$ cat src/rtl/taxi_meter_pkg.sv
package taxi_meter_pkg;

   typedef enum logic {
      TARIFF_DAY   = 1'b0,
      TARIFF_NIGHT = 1'b1
   } tariff_e;

   // Binary to packed BCD, eight digits, least significant digit in bits 3:0.
   function automatic logic [31:0] to_bcd(input int unsigned value);
      logic [31:0] r;
      int unsigned v;
      r = '0;
      v = value;
      for (int d = 0; d < 8; d++) begin
         r[4*d +: 4] = 4'(v % 10);
         v = v / 10;
      end
      return r;
   endfunction

endpackage

$ cat src/rtl/tm_bcd_counter.sv
module tm_bcd_counter #(
   parameter int DIGITS = 2
) (
   input  logic                clk,
   input  logic                rst_n,
   input  logic                clr,
   input  logic                inc,
   output logic [4*DIGITS-1:0] q
);

   logic [DIGITS-1:0] step;

   for (genvar d = 0; d < DIGITS; d++) begin : g_dig
      logic [3:0] dig;

      if (d == 0) begin : g_lsd
         assign step[d] = inc;
      end else begin : g_upper
         assign step[d] = step[d-1] && (q[4*(d-1) +: 4] == 4'd9);
      end

      always_ff @(posedge clk) begin
         if (!rst_n || clr) begin
            dig <= 4'd0;
         end else if (step[d]) begin
            dig <= (dig == 4'd9) ? 4'd0 : dig + 4'd1;
         end
      end

      assign q[4*d +: 4] = dig;
   end

endmodule

$ cat src/rtl/tm_fare_acc.sv
module tm_fare_acc #(
   parameter int DIGITS = 3
) (
   input  logic                clk,
   input  logic                rst_n,
   input  logic                clr,
   input  logic                load,
   input  logic [4*DIGITS-1:0] load_val,
   input  logic                add,
   input  logic [3:0]          add_val,
   output logic [4*DIGITS-1:0] fare
);

   localparam int W = 4 * DIGITS;

   logic [W-1:0]      fare_r;
   logic [W-1:0]      sum;
   logic [DIGITS:0]   cy;

   assign cy[0] = 1'b0;

   // Ripple decimal adder: binary digit sum, then +6 when it leaves 0..9.
   for (genvar d = 0; d < DIGITS; d++) begin : g_dig
      logic [4:0] raw;
      logic [3:0] adj;
      assign raw = {1'b0, fare_r[4*d +: 4]}
                 + ((d == 0) ? {1'b0, add_val} : 5'd0)
                 + {4'd0, cy[d]};
      assign adj       = raw[3:0] + 4'd6;
      assign cy[d+1]   = (raw > 5'd9);
      assign sum[4*d +: 4] = cy[d+1] ? adj : raw[3:0];
   end

   always_ff @(posedge clk) begin
      if (!rst_n || clr) begin
         fare_r <= '0;
      end else if (load) begin
         fare_r <= load_val;
      end else if (add) begin
         fare_r <= cy[DIGITS] ? {DIGITS{4'h9}} : sum;
      end
   end

   assign fare = fare_r;

endmodule

$ cat src/rtl/tm_tariff_bank.sv
module tm_tariff_bank
   import taxi_meter_pkg::*;
#(
   parameter int FARE_DIGITS     = 3,
   parameter int CNT_DIGITS      = 2,
   parameter int DAY_BASE        = 9,
   parameter int NIGHT_BASE      = 12,
   parameter int DAY_KM_RATE     = 3,
   parameter int NIGHT_KM_RATE   = 4,
   parameter int FREE_MINUTES    = 3,
   parameter int DAY_WAIT_RATE   = 1,
   parameter int NIGHT_WAIT_RATE = 2
) (
   input  logic                     clk,
   input  logic                     rst_n,
   input  logic                     wr_en,
   input  logic                     wr_night,
   input  logic [4*FARE_DIGITS-1:0] wr_base,
   input  logic [3:0]               wr_km_rate,
   input  logic [4*CNT_DIGITS-1:0]  wr_free,
   input  logic                     sel_night,
   output logic [4*FARE_DIGITS-1:0] base,
   output logic [3:0]               km_rate,
   output logic [4*CNT_DIGITS-1:0]  free_min,
   output logic [3:0]               wait_rate
);

   localparam int FW = 4 * FARE_DIGITS;
   localparam int CW = 4 * CNT_DIGITS;
   localparam logic [31:0] DAY_BASE_ALL   = to_bcd(DAY_BASE);
   localparam logic [31:0] NIGHT_BASE_ALL = to_bcd(NIGHT_BASE);
   localparam logic [31:0] FREE_ALL       = to_bcd(FREE_MINUTES);
   localparam logic [FW-1:0] DAY_BASE_BCD   = DAY_BASE_ALL[FW-1:0];
   localparam logic [FW-1:0] NIGHT_BASE_BCD = NIGHT_BASE_ALL[FW-1:0];
   localparam logic [CW-1:0] FREE_BCD       = FREE_ALL[CW-1:0];

   logic [FW-1:0] base_r [2];
   logic [3:0]    rate_r [2];
   logic [CW-1:0] free_r [2];

   always_ff @(posedge clk) begin
      if (!rst_n) begin
         base_r[TARIFF_DAY]   <= DAY_BASE_BCD;
         base_r[TARIFF_NIGHT] <= NIGHT_BASE_BCD;
         rate_r[TARIFF_DAY]   <= 4'(DAY_KM_RATE);
         rate_r[TARIFF_NIGHT] <= 4'(NIGHT_KM_RATE);
         free_r[TARIFF_DAY]   <= FREE_BCD;
         free_r[TARIFF_NIGHT] <= FREE_BCD;
      end else if (wr_en) begin
         base_r[wr_night] <= wr_base;
         rate_r[wr_night] <= wr_km_rate;
         free_r[wr_night] <= wr_free;
      end
   end

   assign base      = base_r[sel_night];
   assign km_rate   = rate_r[sel_night];
   assign free_min  = free_r[sel_night];
   assign wait_rate = sel_night ? 4'(NIGHT_WAIT_RATE) : 4'(DAY_WAIT_RATE);

endmodule

$ cat src/rtl/taxi_meter_core.sv
module taxi_meter_core
   import taxi_meter_pkg::*;
#(
   parameter int FARE_DIGITS     = 3,
   parameter int CNT_DIGITS      = 2,
   parameter int INCL_UNITS      = 3,
   parameter int DAY_BASE        = 9,
   parameter int NIGHT_BASE      = 12,
   parameter int DAY_KM_RATE     = 3,
   parameter int NIGHT_KM_RATE   = 4,
   parameter int FREE_MINUTES    = 3,
   parameter int DAY_WAIT_RATE   = 1,
   parameter int NIGHT_WAIT_RATE = 2
) (
   input  logic                     clk,
   input  logic                     rst_n,
   input  logic                     meter_on,
   input  logic                     waiting,
   input  logic                     night_sel,
   input  logic                     dist_tick,
   input  logic                     minute_tick,
   input  logic                     preset_we,
   input  logic                     preset_night,
   input  logic [4*FARE_DIGITS-1:0] preset_base,
   input  logic [3:0]               preset_km_rate,
   input  logic [4*CNT_DIGITS-1:0]  preset_free_min,
   output logic [4*CNT_DIGITS-1:0]  distance_bcd,
   output logic [4*CNT_DIGITS-1:0]  wait_bcd,
   output logic [4*FARE_DIGITS-1:0] fare_bcd,
   output logic                     past_included,
   output logic                     night_lamp
);

   localparam int CW = 4 * CNT_DIGITS;
   localparam int FW = 4 * FARE_DIGITS;
   localparam logic [31:0]   INCL_ALL = to_bcd(INCL_UNITS);
   localparam logic [CW-1:0] INCL_BCD = INCL_ALL[CW-1:0];

   // Elaboration-time parameter checks
   if (FARE_DIGITS < 2 || FARE_DIGITS > 8) begin : g_bad_fare_digits
      $error("FARE_DIGITS must lie in 2..8");
   end
   if (CNT_DIGITS < 1 || CNT_DIGITS > 8) begin : g_bad_cnt_digits
      $error("CNT_DIGITS must lie in 1..8");
   end
   if (DAY_KM_RATE > 9 || NIGHT_KM_RATE > 9 ||
       DAY_WAIT_RATE > 9 || NIGHT_WAIT_RATE > 9) begin : g_bad_rate
      $error("rates are single BCD digits");
   end
   if (INCL_UNITS < 0 || INCL_UNITS >= 10 ** CNT_DIGITS) begin : g_bad_incl
      $error("INCL_UNITS does not fit the distance counter");
   end

   logic on_q, wait_q, lamp_q, over_q, wait_over_q;
   logic start, active, dist_cnt, min_cnt, km_chg, wait_chg;
   logic [FW-1:0] base;
   logic [3:0]    km_rate, wait_rate;
   logic [CW-1:0] free_min;

   assign start    = meter_on && !on_q;
   assign active   = meter_on && on_q;
   // wait_q is last cycle's state, so a tick at a change goes to the old state
   assign dist_cnt = active && !wait_q && dist_tick;
   assign min_cnt  = active &&  wait_q && minute_tick;
   assign km_chg   = dist_cnt && (over_q || distance_bcd >= INCL_BCD);
   assign wait_chg = min_cnt  && (wait_over_q || wait_bcd >= free_min);

   always_ff @(posedge clk) begin
      if (!rst_n) begin
         on_q        <= 1'b0;
         wait_q      <= 1'b0;
         lamp_q      <= 1'b0;
         over_q      <= 1'b0;
         wait_over_q <= 1'b0;
      end else begin
         on_q   <= meter_on;
         wait_q <= waiting;
         lamp_q <= night_sel;
         if (!meter_on) begin
            over_q      <= 1'b0;
            wait_over_q <= 1'b0;
         end else begin
            if (km_chg)   over_q      <= 1'b1;
            if (wait_chg) wait_over_q <= 1'b1;
         end
      end
   end

   tm_tariff_bank #(
      .FARE_DIGITS(FARE_DIGITS), .CNT_DIGITS(CNT_DIGITS),
      .DAY_BASE(DAY_BASE), .NIGHT_BASE(NIGHT_BASE),
      .DAY_KM_RATE(DAY_KM_RATE), .NIGHT_KM_RATE(NIGHT_KM_RATE),
      .FREE_MINUTES(FREE_MINUTES),
      .DAY_WAIT_RATE(DAY_WAIT_RATE), .NIGHT_WAIT_RATE(NIGHT_WAIT_RATE)
   ) u_tariffs (
      .clk(clk), .rst_n(rst_n),
      .wr_en(preset_we && !meter_on), .wr_night(preset_night),
      .wr_base(preset_base), .wr_km_rate(preset_km_rate), .wr_free(preset_free_min),
      .sel_night(night_sel),
      .base(base), .km_rate(km_rate), .free_min(free_min), .wait_rate(wait_rate)
   );

   tm_bcd_counter #(.DIGITS(CNT_DIGITS)) u_dist (
      .clk(clk), .rst_n(rst_n), .clr(!meter_on), .inc(dist_cnt), .q(distance_bcd)
   );

   tm_bcd_counter #(.DIGITS(CNT_DIGITS)) u_wait (
      .clk(clk), .rst_n(rst_n), .clr(!meter_on), .inc(min_cnt), .q(wait_bcd)
   );

   tm_fare_acc #(.DIGITS(FARE_DIGITS)) u_fare (
      .clk(clk), .rst_n(rst_n), .clr(!meter_on),
      .load(start), .load_val(base),
      .add(km_chg || wait_chg), .add_val(km_chg ? km_rate : wait_rate),
      .fare(fare_bcd)
   );

   assign past_included = over_q;
   assign night_lamp    = lamp_q;

endmodule

$ cat config.mk
export PLATFORM = sky130hd
export DESIGN_NAME = taxi_meter_core
export DESIGN_NICKNAME = d
export VERILOG_FILES = /design/src/rtl/taxi_meter_pkg.sv /design/src/rtl/tm_bcd_counter.sv /design/src/rtl/tm_fare_acc.sv /design/src/rtl/tm_tariff_bank.sv /design/src/rtl/taxi_meter_core.sv
export SDC_FILE = /design/constraint.sdc
export NUM_CORES = 1
export LEC_CHECK = 0
export ABC_AREA = 0
export BUFFER_PORTS_ARGS = -buffer_cell sky130_fd_sc_hd__buf_2
export CORE_UTILIZATION = 35
export DETAILED_ROUTE_END_ITERATION = 12
export PLACE_DENSITY = 0.58
export SETUP_SLACK_MARGIN = 0.1
export SYNTH_ARGS = -nofsm -noshare
export SYNTH_HDL_FRONTEND = slang
export SYNTH_HIERARCHICAL = 1
export SYNTH_SLANG_ARGS = --single-unit
$ cat constraint.sdc
create_clock -name clk -period 7.49 [get_ports clk]
set_clock_uncertainty 0.1 [all_clocks]
set_input_delay 1.498 -clock clk [delete_from_list [all_inputs] [get_ports clk]]
set_output_delay 1.498 -clock clk [all_outputs]
set_load 0.1 [all_outputs]
==> results of run 1 <==
## flip-flops by register name, indices dropped and copies added (netlist names)
register	flops
u_tariffs/base_r	24
u_tariffs/free_r	16
u_fare/fare	12
u_dist/g_dig.dig	8
u_tariffs/rate_r	8
u_wait/g_dig.dig	8
night_lamp	1
on_q	1
past_included	1
wait_over_q	1
wait_q	1
## final cells by class
class                      count  area [µm²]  share of cell area
sequential                    81        2100               0.397
clock buffer                   9         225              0.0425
inverter                      23        86.3              0.0163
clock inverter                 7        61.3              0.0116
timing repair buffer          66         340              0.0643
multi-input combinational    292        2260               0.428
tap                          172         215              0.0407
## power groups by stage
stage          Sequential, mW  Clock, mW  Combinational (mW)
6_report                0.503      0.420               0.120
5_1_grt                 0.505      0.449               0.133
2_1_floorplan           0.530          0              0.0718
3_3_place_gp            0.512          0               0.120
3_5_place_dp            0.513          0               0.121
4_1_cts                 0.503      0.430               0.122
## Yosys cell counts (all sizes together), types with 3 or more instances
| cell type | count |
|---|---|
| buf | 15 |
| ha | 18 |
| nand2b | 15 |
| mux2i | 3 |
| nand4bb | 4 |
| a21oi | 24 |
| and4b | 3 |
| o21ai | 13 |
| o311a | 3 |
| xnor2 | 6 |
| or2 | 7 |
| nor2 | 21 |
| o21bai | 3 |
| and2 | 25 |
| o21a | 5 |
| or4 | 7 |
| and3 | 20 |
| edfxtp | 48 |
| mux2 | 28 |
| clkbuf | 7 |
| o22ai | 3 |
| dfxtp | 33 |
| xor2 | 4 |
| nand3 | 4 |
| inv | 23 |
| nand2 | 8 |
| nor2b | 11 |
| nor3 | 13 |
| nor3b | 4 |
| a21o | 3 |
| o31ai | 4 |
## through the flow
step           cell area, µm²   util  setup slack (ns)  hold WS, ns
2_1_floorplan            4610      -              1.38        0.377
3_3_place_gp             5010  0.394              1.02        0.401
3_5_place_dp             5010  0.394             0.795        0.412
4_1_cts                  5290  0.416              1.14        0.428
5_1_grt                  5290  0.416             0.850        0.453
6_report                 5290  0.416              1.16        0.427
## worst paths after layout
kind / start / endpoint
setup reg to reg: u_dist/g_dig[1].dig[1]$_SDFFE_PP0P_ / u_fare/fare[2]$_SDFFE_PP0P_
setup / recovery: meter_on / u_fare/fare[2]$_SDFFE_PP0P_
hold / removal: wait_over_q$_SDFFE_PN0P_ / wait_over_q$_SDFFE_PN0P_
hold reg to reg: wait_over_q$_SDFFE_PN0P_ / wait_over_q$_SDFFE_PN0P_
## metal layers
layer,GRT usage,wire length [µm],part of all wire
met1,0.201,4730,0.48
met2,0.253,4530,0.46
met3,0.0363,333,0.034
met4,0.0641,194,0.020
met5,0,0,0
## logic make-up after synthesis
| family | synth area share |
|---|---|
| compound gates | 0.127 |
| other cells | 0.000815 |
| fa+ha+maj | 0.0533 |
| simple gates | 0.210 |
| xor+xnor | 0.0207 |
| mux | 0.0783 |
| flops | 0.457 |
| buf+inv | 0.0530 |
## worst register-to-register path, stage by stage, from the launching register on
cell      delay [ns]
dfxtp_1         0.37
or4_4           0.55
a21oi_4         0.15
a21boi_4        0.11
mux2_4          0.21
ha_1            0.16
inv_1           0.05
fa_1            0.43
xor2_2          0.28
and2_4          0.19
nand2b_1        0.09
nand2_1         0.05
ha_1            0.22
ha_1            0.38
inv_2           0.09
a211o_1         0.27
a22oi_2         0.21
ha_1            0.23
ha_1            0.27
nand2b_1        0.15
a31oi_1         0.29
o311ai_2        0.21
a221o_1         0.31
a21oi_1         0.13
==> impl_metrics.yaml, run 1 <==
run_status:
  status: "complete, no violations"
power_and_ir_drop:
  clkPwrFrac: 0.403
  p_total_mw: 1.04
  p_leak_nw: 2.14
  p_switching_mw: 0.273
  power_density_mw_per_mm2: 197
  peakVddDrop_mv: 0.100
  swShare: 0.262
  power_frac_seq: 0.482
  p_int_mw: 0.771
  combPwrFrac: 0.115
routing:
  drt_wl_total_mm: 9.79
  viasPerCell: 5.06
  routed-via-count: 3288
  wl_per_cell_um: 15.1
  final_antenna_net_count: 0
  drt-pass1-iter-count: 4
  drt_iter0_drc: 194
  drcViolationCount: 0
finish:
  final_common_cell: "buf_2"
  syn_to_final_growth_pct: 15.0
  final_cells: 650
  final_cell_mix: "buf_2 (62), edfxtp_1 (48), dfxtp_1 (33), and2_1 (24), mux2_2 (24)"
  drive_above_1_share: 0.285
  antennaDiodeCount: 0
  n_fill_cell: 1269
  final_nets: 525
clock_tree:
  clock_path_buffers: 2
  insertion_delay_ns: 0.34
  cts.repair.resized: 0
  path_clk_slew_ns: 0.06
  htreeDepth: 3
  hold_buffers: 0
  clock_sinks: 81
  cts_tree: "done"
  cts_buffers: 9
  root_buffer: "clkbuf_16"
  cts_setup_buffers: 0
yosys:
  netlist_area_mm2: 0.00460
  synth_area_leaders: "edfxtp_1 (31%), dfxtp_1 (14%), mux2_2 (5.9%), ha_1 (4.9%), and2_1 (3.3%)"
  ys_seq_area_frac: 0.457
  ys_ff_latch: 81
  yosys_most_used_dff: "edfxtp_1"
  synth_edf_count: 48
  postSynthAreaPerCell_um2: 11.0
  netlist_instances: 417
  yosysWarnings: 6
  yosysTopAreaCell: "edfxtp_1"
  synthDistinctLibCells: 71
  synthArstFlopShare: 0
  synth_top_area_share: 0.313
critical_path:
  cpMostUsedCell: "ha_1"
  crit_arrival_ns: 6.49
  critPathBufInv: 3
  required_ns: 7.65
  critPathMaxFanout: 6
  worstRegToRegCells: 23
  critPathTopFamily: "compound AO/OA/AOI/OAI gates"
  cp-start-kind: "input port"
  worst_path_max_delay_cell: "fa_1"
  path_depth: 23
  cp_cell_sequence: "buf_2, and4b_1, a21boi_4, mux2_4, ha_1, inv_1, fa_1, xor2_2, and2_4, nand2b_1, nand2_1, ha_1, ha_1, inv_2, a211o_1, a22oi_2, ha_1, ha_1, nand2b_1, a31oi_1, o311ai_2, a221o_1, a21oi_1"
  slowest_delay_ns: 0.43
  worstSetupEndpointType: "register"
  worst-setup-path-type: "input port to register"
  r2r_slack_ns: 1.92
placed_design:
  dpl.hpwl_mm: 6.98
  port_buffers: 62
  gp_congestion: 0.839
  dp.cells: 634
grt:
  grt_pass1_wl_mm: 16.2
  first_global_vias: 3276
  grt_overflow: 0
  track_usage: 0.156
  antenna_found_initial: 0
  grt_max_degree: 25
worst_hold_path:
  whs_path_depth: 2
  holdCritPathClass: "register to register"
sta:
  setup_viol: 0
  hold_violations: 0
  rsz0062_at_grt: "false"
  max-slew-margin-rel: 0.266
  period_minus_slack_ns: 6.33
  finalSetupTns_ns: 0
  worstMarginPinSlew_ns: 1.10
  fmax_ghz: 0.158
  drv_slew: 0
  fin_crit_sh: 0.845
floorplan:
  die_x_um: 117
  die_y_um: 117
  coreArea_mm2: 0.0127
  pin_count: 63
  row_count: 41
  initial_core_util: 0.362
  die_area_mm2: 0.0136
run:
  cap_viol_max_count: 0
(Power assumes the default switching activity.)
==> run 2, diff against run 1 <==
PLACE_DENSITY = 0.6   (was 0.58)
clock period = 5.2 ns   (was 7.49 ns; I/O delays follow)
==> run 2 against run 1 <==
Compared with the run above: total power is 47% higher; non-clock buffer count is 39 higher; utilization is 3.8 points higher; flip-flop and latch count stayed put; critical path depth stayed put; clock power is 45% higher; critical path type unchanged; die area stayed put; sequential power is 44% higher; design area is 9.2% higher; wire length is 4.7% higher.
==> impl_metrics.yaml, run 2 (same netlist as run 1, synthesis figures left out) <==
run_status:
  status: "complete, no violations"
finish:
  syn_to_final_growth_pct: 25.6
  final_nets: 564
  final_cell_mix: "buf_2 (60), edfxtp_1 (48), buf_4 (43), dfxtp_1 (30), mux2_2 (24)"
  largest_reg_flops: 24
  largest-register: "u_tariffs/base_r"
  final_cells: 689
  antennaDiodeCount: 0
  final_common_cell: "buf_2"
  drive_above_1_share: 0.375
  n_fill_cell: 1260
power_and_ir_drop:
  combPwrFrac: 0.132
  power_frac_seq: 0.472
  swShare: 0.241
  p_switching_mw: 0.371
  p_int_mw: 1.17
  p_leak_nw: 2.36
  clkPwrFrac: 0.396
  power_density_mw_per_mm2: 266
  peakVddDrop_mv: 0.170
clock_tree:
  clock_sinks: 81
  cts_buffers: 9
  hold_buffers: 0
  path_clk_slew_ns: 0.06
  insertion_delay_ns: 0.33
  root_buffer: "clkbuf_16"
  cts_tree: "done"
  htreeDepth: 3
  clock_path_buffers: 2
critical_path:
  crit_arrival_ns: 5.19
  cpMostUsedCell: "ha_4"
  worst-setup-path-type: "input port to register"
  worstSetupEndpointType: "register"
  cp-start-kind: "input port"
  critPathMaxFanout: 6
  required_ns: 5.29
  worst_path_max_delay_cell: "o311a_4"
  cp_cell_sequence: "buf_6, and4b_2, a21boi_4, mux2_4, ha_4, inv_2, fa_2, xor2_2, and2_4, nand2b_4, nand2_4, ha_4, ha_4, inv_4, a211o_1, a22oi_2, ha_4, ha_4, o21a_1, nor2_4, o311a_4, a221oi_2, nor2_1"
  slowest_delay_ns: 0.42
routing:
  routed-via-count: 3421
  drcViolationCount: 0
  drt_wl_total_mm: 10.3
  final_antenna_net_count: 0
  drt-pass1-iter-count: 4
  viasPerCell: 4.97
  drt_iter0_drc: 167
  wl_per_cell_um: 14.9
grt:
  first_global_vias: 3326
  antenna_found_initial: 0
  grt_overflow: 0
  grt_max_degree: 25
  track_usage: 0.157
  grt_pass1_wl_mm: 16.4
placed_design:
  port_buffers: 62
  dp.cells: 664
  dpl.hpwl_mm: 7.33
  gp_congestion: 0.803
sta:
  period_minus_slack_ns: 5.10
  hold_violations: 0
  max-slew-margin-rel: 0.296
  worstMarginPinSlew_ns: 1.05
  fin_crit_sh: 0.981
  rsz0062_at_grt: "true"
  hold_slack_ns: 0.434
  drv_slew: 0
  fmax_ghz: 0.196
  setup_viol: 0
worst_hold_path:
  holdCritPathClass: "register to register"
floorplan:
  pin_count: 63
  die_area_mm2: 0.0136
  initial_core_util: 0.362
  row_count: 41
  die_y_um: 117
  coreArea_mm2: 0.0127
  die_x_um: 117
run:
  cap_viol_max_count: 0
==> run 2: cell count changes in the layout (fill, tap and decap cells not counted), sizes merged <==
cell | previous run | this run
inv | 27 | 23
clkbuf | 9 | 10
buf | 66 | 105
clkinv | 1 | 3
bufinv | 0 | 1
==> run 2: critical path: cells and delay by family <==
family | cells | cell delay, ns
muxes | 1 | 0.34
buffers and inverters | 3 | 0.16
and+or+nand+nor | 6 | 0.68
adders and majority gates | 6 | 1.19
xor gates and xnor gates | 1 | 0.15
AOI/OAI and AO/OA | 6 | 1.63
==> run 2: power by group through the flow <==
stage	sequential (mW)	combinational, mW	clock [mW]
finish	0.726	0.203	0.609
global route	0.730	0.222	0.649
CTS	0.726	0.203	0.625
detailed placement	0.740	0.196	0
global placement	0.738	0.194	0
floorplan	0.764	0.112	0
==> run 2: metal layers <==
metal	part of all wire	global-route usage	vias to the layer above
li1	-	-	1715
met1	0.49	0.213	1632
met2	0.47	0.253	65
met3	0.038	0.0358	9
met4	0.010	0.0439	0
met5	0	0	-
==> run 2: what timing repair did <==
action                                  CTS  global route
cloned                                    0             0
gates resized for setup                   6             3
endpoints found under the setup margin    8            12
setup buffers                             6             3
pin swaps                                17             3
==> run 2: stage by stage <==
stage	cell area, µm²	worst slack (ns)	power [mW]	utilization	setup TNS (ns)
finish	5780	0.0974	1.54	0.454	0
global route	5780	-0.0410	1.60	0.454	-0.168
CTS	5730	0.0822	1.55	0.451	0
detailed placement	5370	-0.338	0.936	0.422	-3.17
global placement	5370	-0.210	0.933	0.422	-1.76
floorplan	4760	-0.248	0.876	-	-1.72
==> run 2: path summary, 6_finish.rpt <==
check        depth (start not counted)                           startpoint  slack (ns)                             endpoint
max                                 23                            dist_tick         0.1         u_fare/fare[10]$_SDFFE_PP0P_
min                                  2  u_dist/g_dig[1].dig[1]$_SDFFE_PP0P_        0.43  u_dist/g_dig[1].dig[1]$_SDFFE_PP0P_
max reg2reg                         22           past_included$_SDFFE_PN0P_        0.18         u_fare/fare[10]$_SDFFE_PP0P_
min reg2reg                          2  u_dist/g_dig[1].dig[1]$_SDFFE_PP0P_        0.43  u_dist/g_dig[1].dig[1]$_SDFFE_PP0P_
==> run 2: area by class of cell <==
type | instances | area, µm² | area share
clock buffer | 10 | 229 | 0.0396
clock inverter | 6 | 58.8 | 0.0102
inverter | 23 | 88.8 | 0.0154
multi-input combinational | 292 | 2440 | 0.422
sequential | 81 | 2110 | 0.364
tap | 172 | 215 | 0.0372
timing repair buffer | 105 | 646 | 0.112
==> run 3, diff against run 2 <==
MAX_ROUTING_LAYER = met4   (was default)
SETUP_SLACK_MARGIN = default   (was 0.1)
SYNTH_HIERARCHICAL = default   (was 1)
==> run 3 against run 2 <==
Compared with the run above: the run now ends with design-rule violations left; setup slack better by 0.14 ns; synthesized area fell by 8.6%; synthesized cell count down 4.1%; fmax rose by 2.8%; first-iteration DRC count fell by 32%; clock power is 3.4% lower; worst hold slack lost 0.055 ns; utilization up 0.32 points; wire length decreased by 9.7%.
==> impl_metrics.yaml, run 3 <==
run_status:
  status: "finished with violations"
  violations: "design-rule violations"
routing:
  viasPerCell: 5.04
  drt_iter0_drc: 113
  drt_wl_total_mm: 9.26
  final_antenna_net_count: 0
  routed-via-count: 3210
  wl_per_cell_um: 14.5
  drcViolationCount: 5
  drt-pass1-iter-count: 10
critical_path:
  worstRegToRegCells: 25
  critPathMaxFanout: 4
  worstSetupEndpointType: "register"
  reg2reg_to: "u_fare.fare[5]$_SDFFE_PN0P_"
  r2r_slack_ns: 0.47
  slowest_delay_ns: 0.39
  critPathBufInv: 6
  worst_path_max_delay_cell: "fa_2"
  critPathTopFamily: "compound AO/OA/AOI/OAI gates"
  crit_arrival_ns: 5.09
  reg2reg_from: "u_dist.g_dig[0].dig[2]$_SDFFE_PN0P_"
  cp-start-kind: "input port"
  worst-setup-path-type: "input port to register"
  required_ns: 5.33
  cpMostUsedCell: "ha_4"
finish:
  utilization: 0.457
  largest-register: "u_tariffs.base_r"
  final_common_cell: "buf_2"
  final_cell_mix: "buf_2 (62), edfxtp_1 (48), and2_1 (40), buf_4 (34), dfxtp_1 (33)"
  syn_to_final_growth_pct: 25.8
  largest_reg_flops: 24
  antennaDiodeCount: 0
  post-route-cell-area_mm2: 0.00529
  final_nets: 541
  drive_above_1_share: 0.298
yosys:
  yosysTopAreaCell: "edfxtp_1"
  synth_area_leaders: "edfxtp_1 (34%), dfxtp_1 (16%), and2_1 (6.2%), mux2i_1 (5.7%), ha_1 (5.4%)"
  synth_edf_count: 48
  synthArstFlopShare: 0
  postSynthAreaPerCell_um2: 10.5
  synth_top_cells_by_count: "edfxtp_1 (48), and2_1 (42), dfxtp_1 (33), nor2_1 (33), nand2_1 (28)"
  syn_nets: 452
  synth_most_common_cell: "edfxtp_1"
  ys_seq_area_frac: 0.500
  ys_ff_latch: 81
  synthDistinctLibCells: 53
  netlist_area_mm2: 0.00421
  yosys_most_used_dff: "edfxtp_1"
  netlist_instances: 400
  yosysWarnings: 0
  synth_top_area_share: 0.343
sta:
  drv_slew: 0
  max-slew-margin-rel: 0.431
  layout_setup_ws_ns: 0.236
  setup_viol: 0
  period_minus_slack_ns: 4.96
  hold_slack_ns: 0.379
  fmax_ghz: 0.201
  fin_crit_sh: 0.955
  hold_violations: 0
  worstMarginPinSlew_ns: 0.851
  rsz0062_at_grt: "false"
floorplan:
  pin_count: 63
  die_area_mm2: 0.0125
  die_y_um: 112
  row_count: 39
  initial_core_util: 0.364
  die_x_um: 112
  coreArea_mm2: 0.0116
grt:
  grt_pass1_wl_mm: 15.2
  grt_overflow: 0
  track_usage: 0.161
  first_global_vias: 3106
  grt_max_degree: 27
  antenna_found_initial: 0
placed_design:
  gp_congestion: 0.829
  post-place-ws_ns: -0.258
  port_buffers: 62
  postPlaceCellArea_mm2: 0.00497
  dpl.hpwl_mm: 6.74
clock_tree:
  insertion_delay_ns: 0.33
  hold_buffers: 0
  root_buffer: "clkbuf_16"
  path_clk_slew_ns: 0.06
  cts_tree: "done"
  htreeDepth: 3
  cts_buffers: 9
  clock_sinks: 81
  clock_path_buffers: 2
power_and_ir_drop:
  power_density_mw_per_mm2: 278
  p_leak_nw: 2.20
  peakVddDrop_mv: 0.173
worst_hold_path:
  hold_start: "wait_over_q$_SDFFE_PN0P_"
  holdPathEnd: "wait_over_q$_SDFFE_PN0P_"
  holdCritPathClass: "register to register"
  whs_path_depth: 2
run:
  cap_viol_max_count: 0
run 3: cell count changes after synthesis, sizes merged, moves of 7 or more:
| cell | change |
|---|---|
| mux2 | -24 |
| mux2i | +21 |
| nand2 | +20 |
| and2 | +17 |
| and3 | -16 |
| inv | -14 |
| nor2 | +12 |
| buf | -9 |
| or4 | -7 |
run 3: worst max path at each step:
stage                                        endpoint  depth (start not counted)      start
after floorplan           u_fare.fare[6]$_SDFFE_PN0P_                         25   meter_on
after global routing      u_fare.fare[2]$_SDFFE_PN0P_                         25   meter_on
after detailed placement  u_fare.fare[6]$_SDFFE_PN0P_                         24   meter_on
final                     u_fare.fare[5]$_SDFFE_PN0P_                         25  dist_tick
after CTS                 u_fare.fare[6]$_SDFFE_PN0P_                         24   meter_on
after global placement    u_fare.fare[2]$_SDFFE_PN0P_                         24   meter_on
run 3: kinds of logic (layout without fill, tap and decap cells):
group	count (synthesis)	count (layout)	synth area share
AO/OA/AOI/OAI	74	74	0.120
XOR/XNOR	11	11	0.0229
flip-flops	81	81	0.500
multiplexers	28	28	0.0678
adder cells (fa/ha/maj)	19	19	0.0583
AND/OR/NAND/NOR	160	160	0.203
buffers and inverters	27	121	0.0286
run 3: worst register-to-register path: stages (launching register included):
cell,delay (ns)
dfxtp_1,0.35
nor4_1,0.27
nand3_1,0.18
and2_4,0.19
nand2_1,0.05
a21oi_1,0.06
ha_2,0.19
fa_2,0.39
a21o_1,0.18
a21oi_2,0.14
a21boi_2,0.19
inv_1,0.08
ha_4,0.17
ha_4,0.28
inv_2,0.04
a21oi_2,0.13
o221a_4,0.21
ha_4,0.15
ha_4,0.16
inv_1,0.06
and3_1,0.18
buf_4,0.14
o31ai_1,0.24
buf_4,0.18
o221ai_1,0.13
o211a_1,0.18
run 3: report_power, final:
group | internal (mW) | total, mW | switching (mW)
Sequential | 0.710 | 0.723 | 0.0127
Combinational | 0.0632 | 0.162 | 0.0985
Clock | 0.326 | 0.588 | 0.263
run 3: timing repair:
action | in CTS | in global routing
gates resized for setup | 0 | 8
buffers inserted | 0 | 1
setup endpoints to repair | 0 | 11
run 3: per-layer routing:
layer  part of all wire  track usage  routed length (µm)  vias up
li1                   -            -                   -     1601
met1               0.48        0.206                4490     1542
met2               0.47        0.256                4330       52
met3              0.034       0.0370                 319       15
met4              0.013       0.0432                 118        0
met5                  0            -                   0        -
run 3: final cells by class:
cell class | instances | area [µm²]
Multi-Input combinational cell | 292 | 2130
Tap cell | 143 | 179
Fill cell | 1074 | 6270
Clock buffer | 9 | 225
Sequential cell | 81 | 2100
Timing Repair Buffer | 96 | 566
Clock inverter | 7 | 52.6
Inverter | 9 | 33.8
run 3: stage by stage:
step / TNS (ns) / std cells / power (mW)
CTS: 0 / 636 / 1.48
finish: 0 / 637 / 1.47
floorplan: -0.762 / 400 / 0.845
global placement: -0.493 / 620 / 0.896
global route: 0 / 637 / 1.53
detailed placement: -1.98 / 620 / 0.898
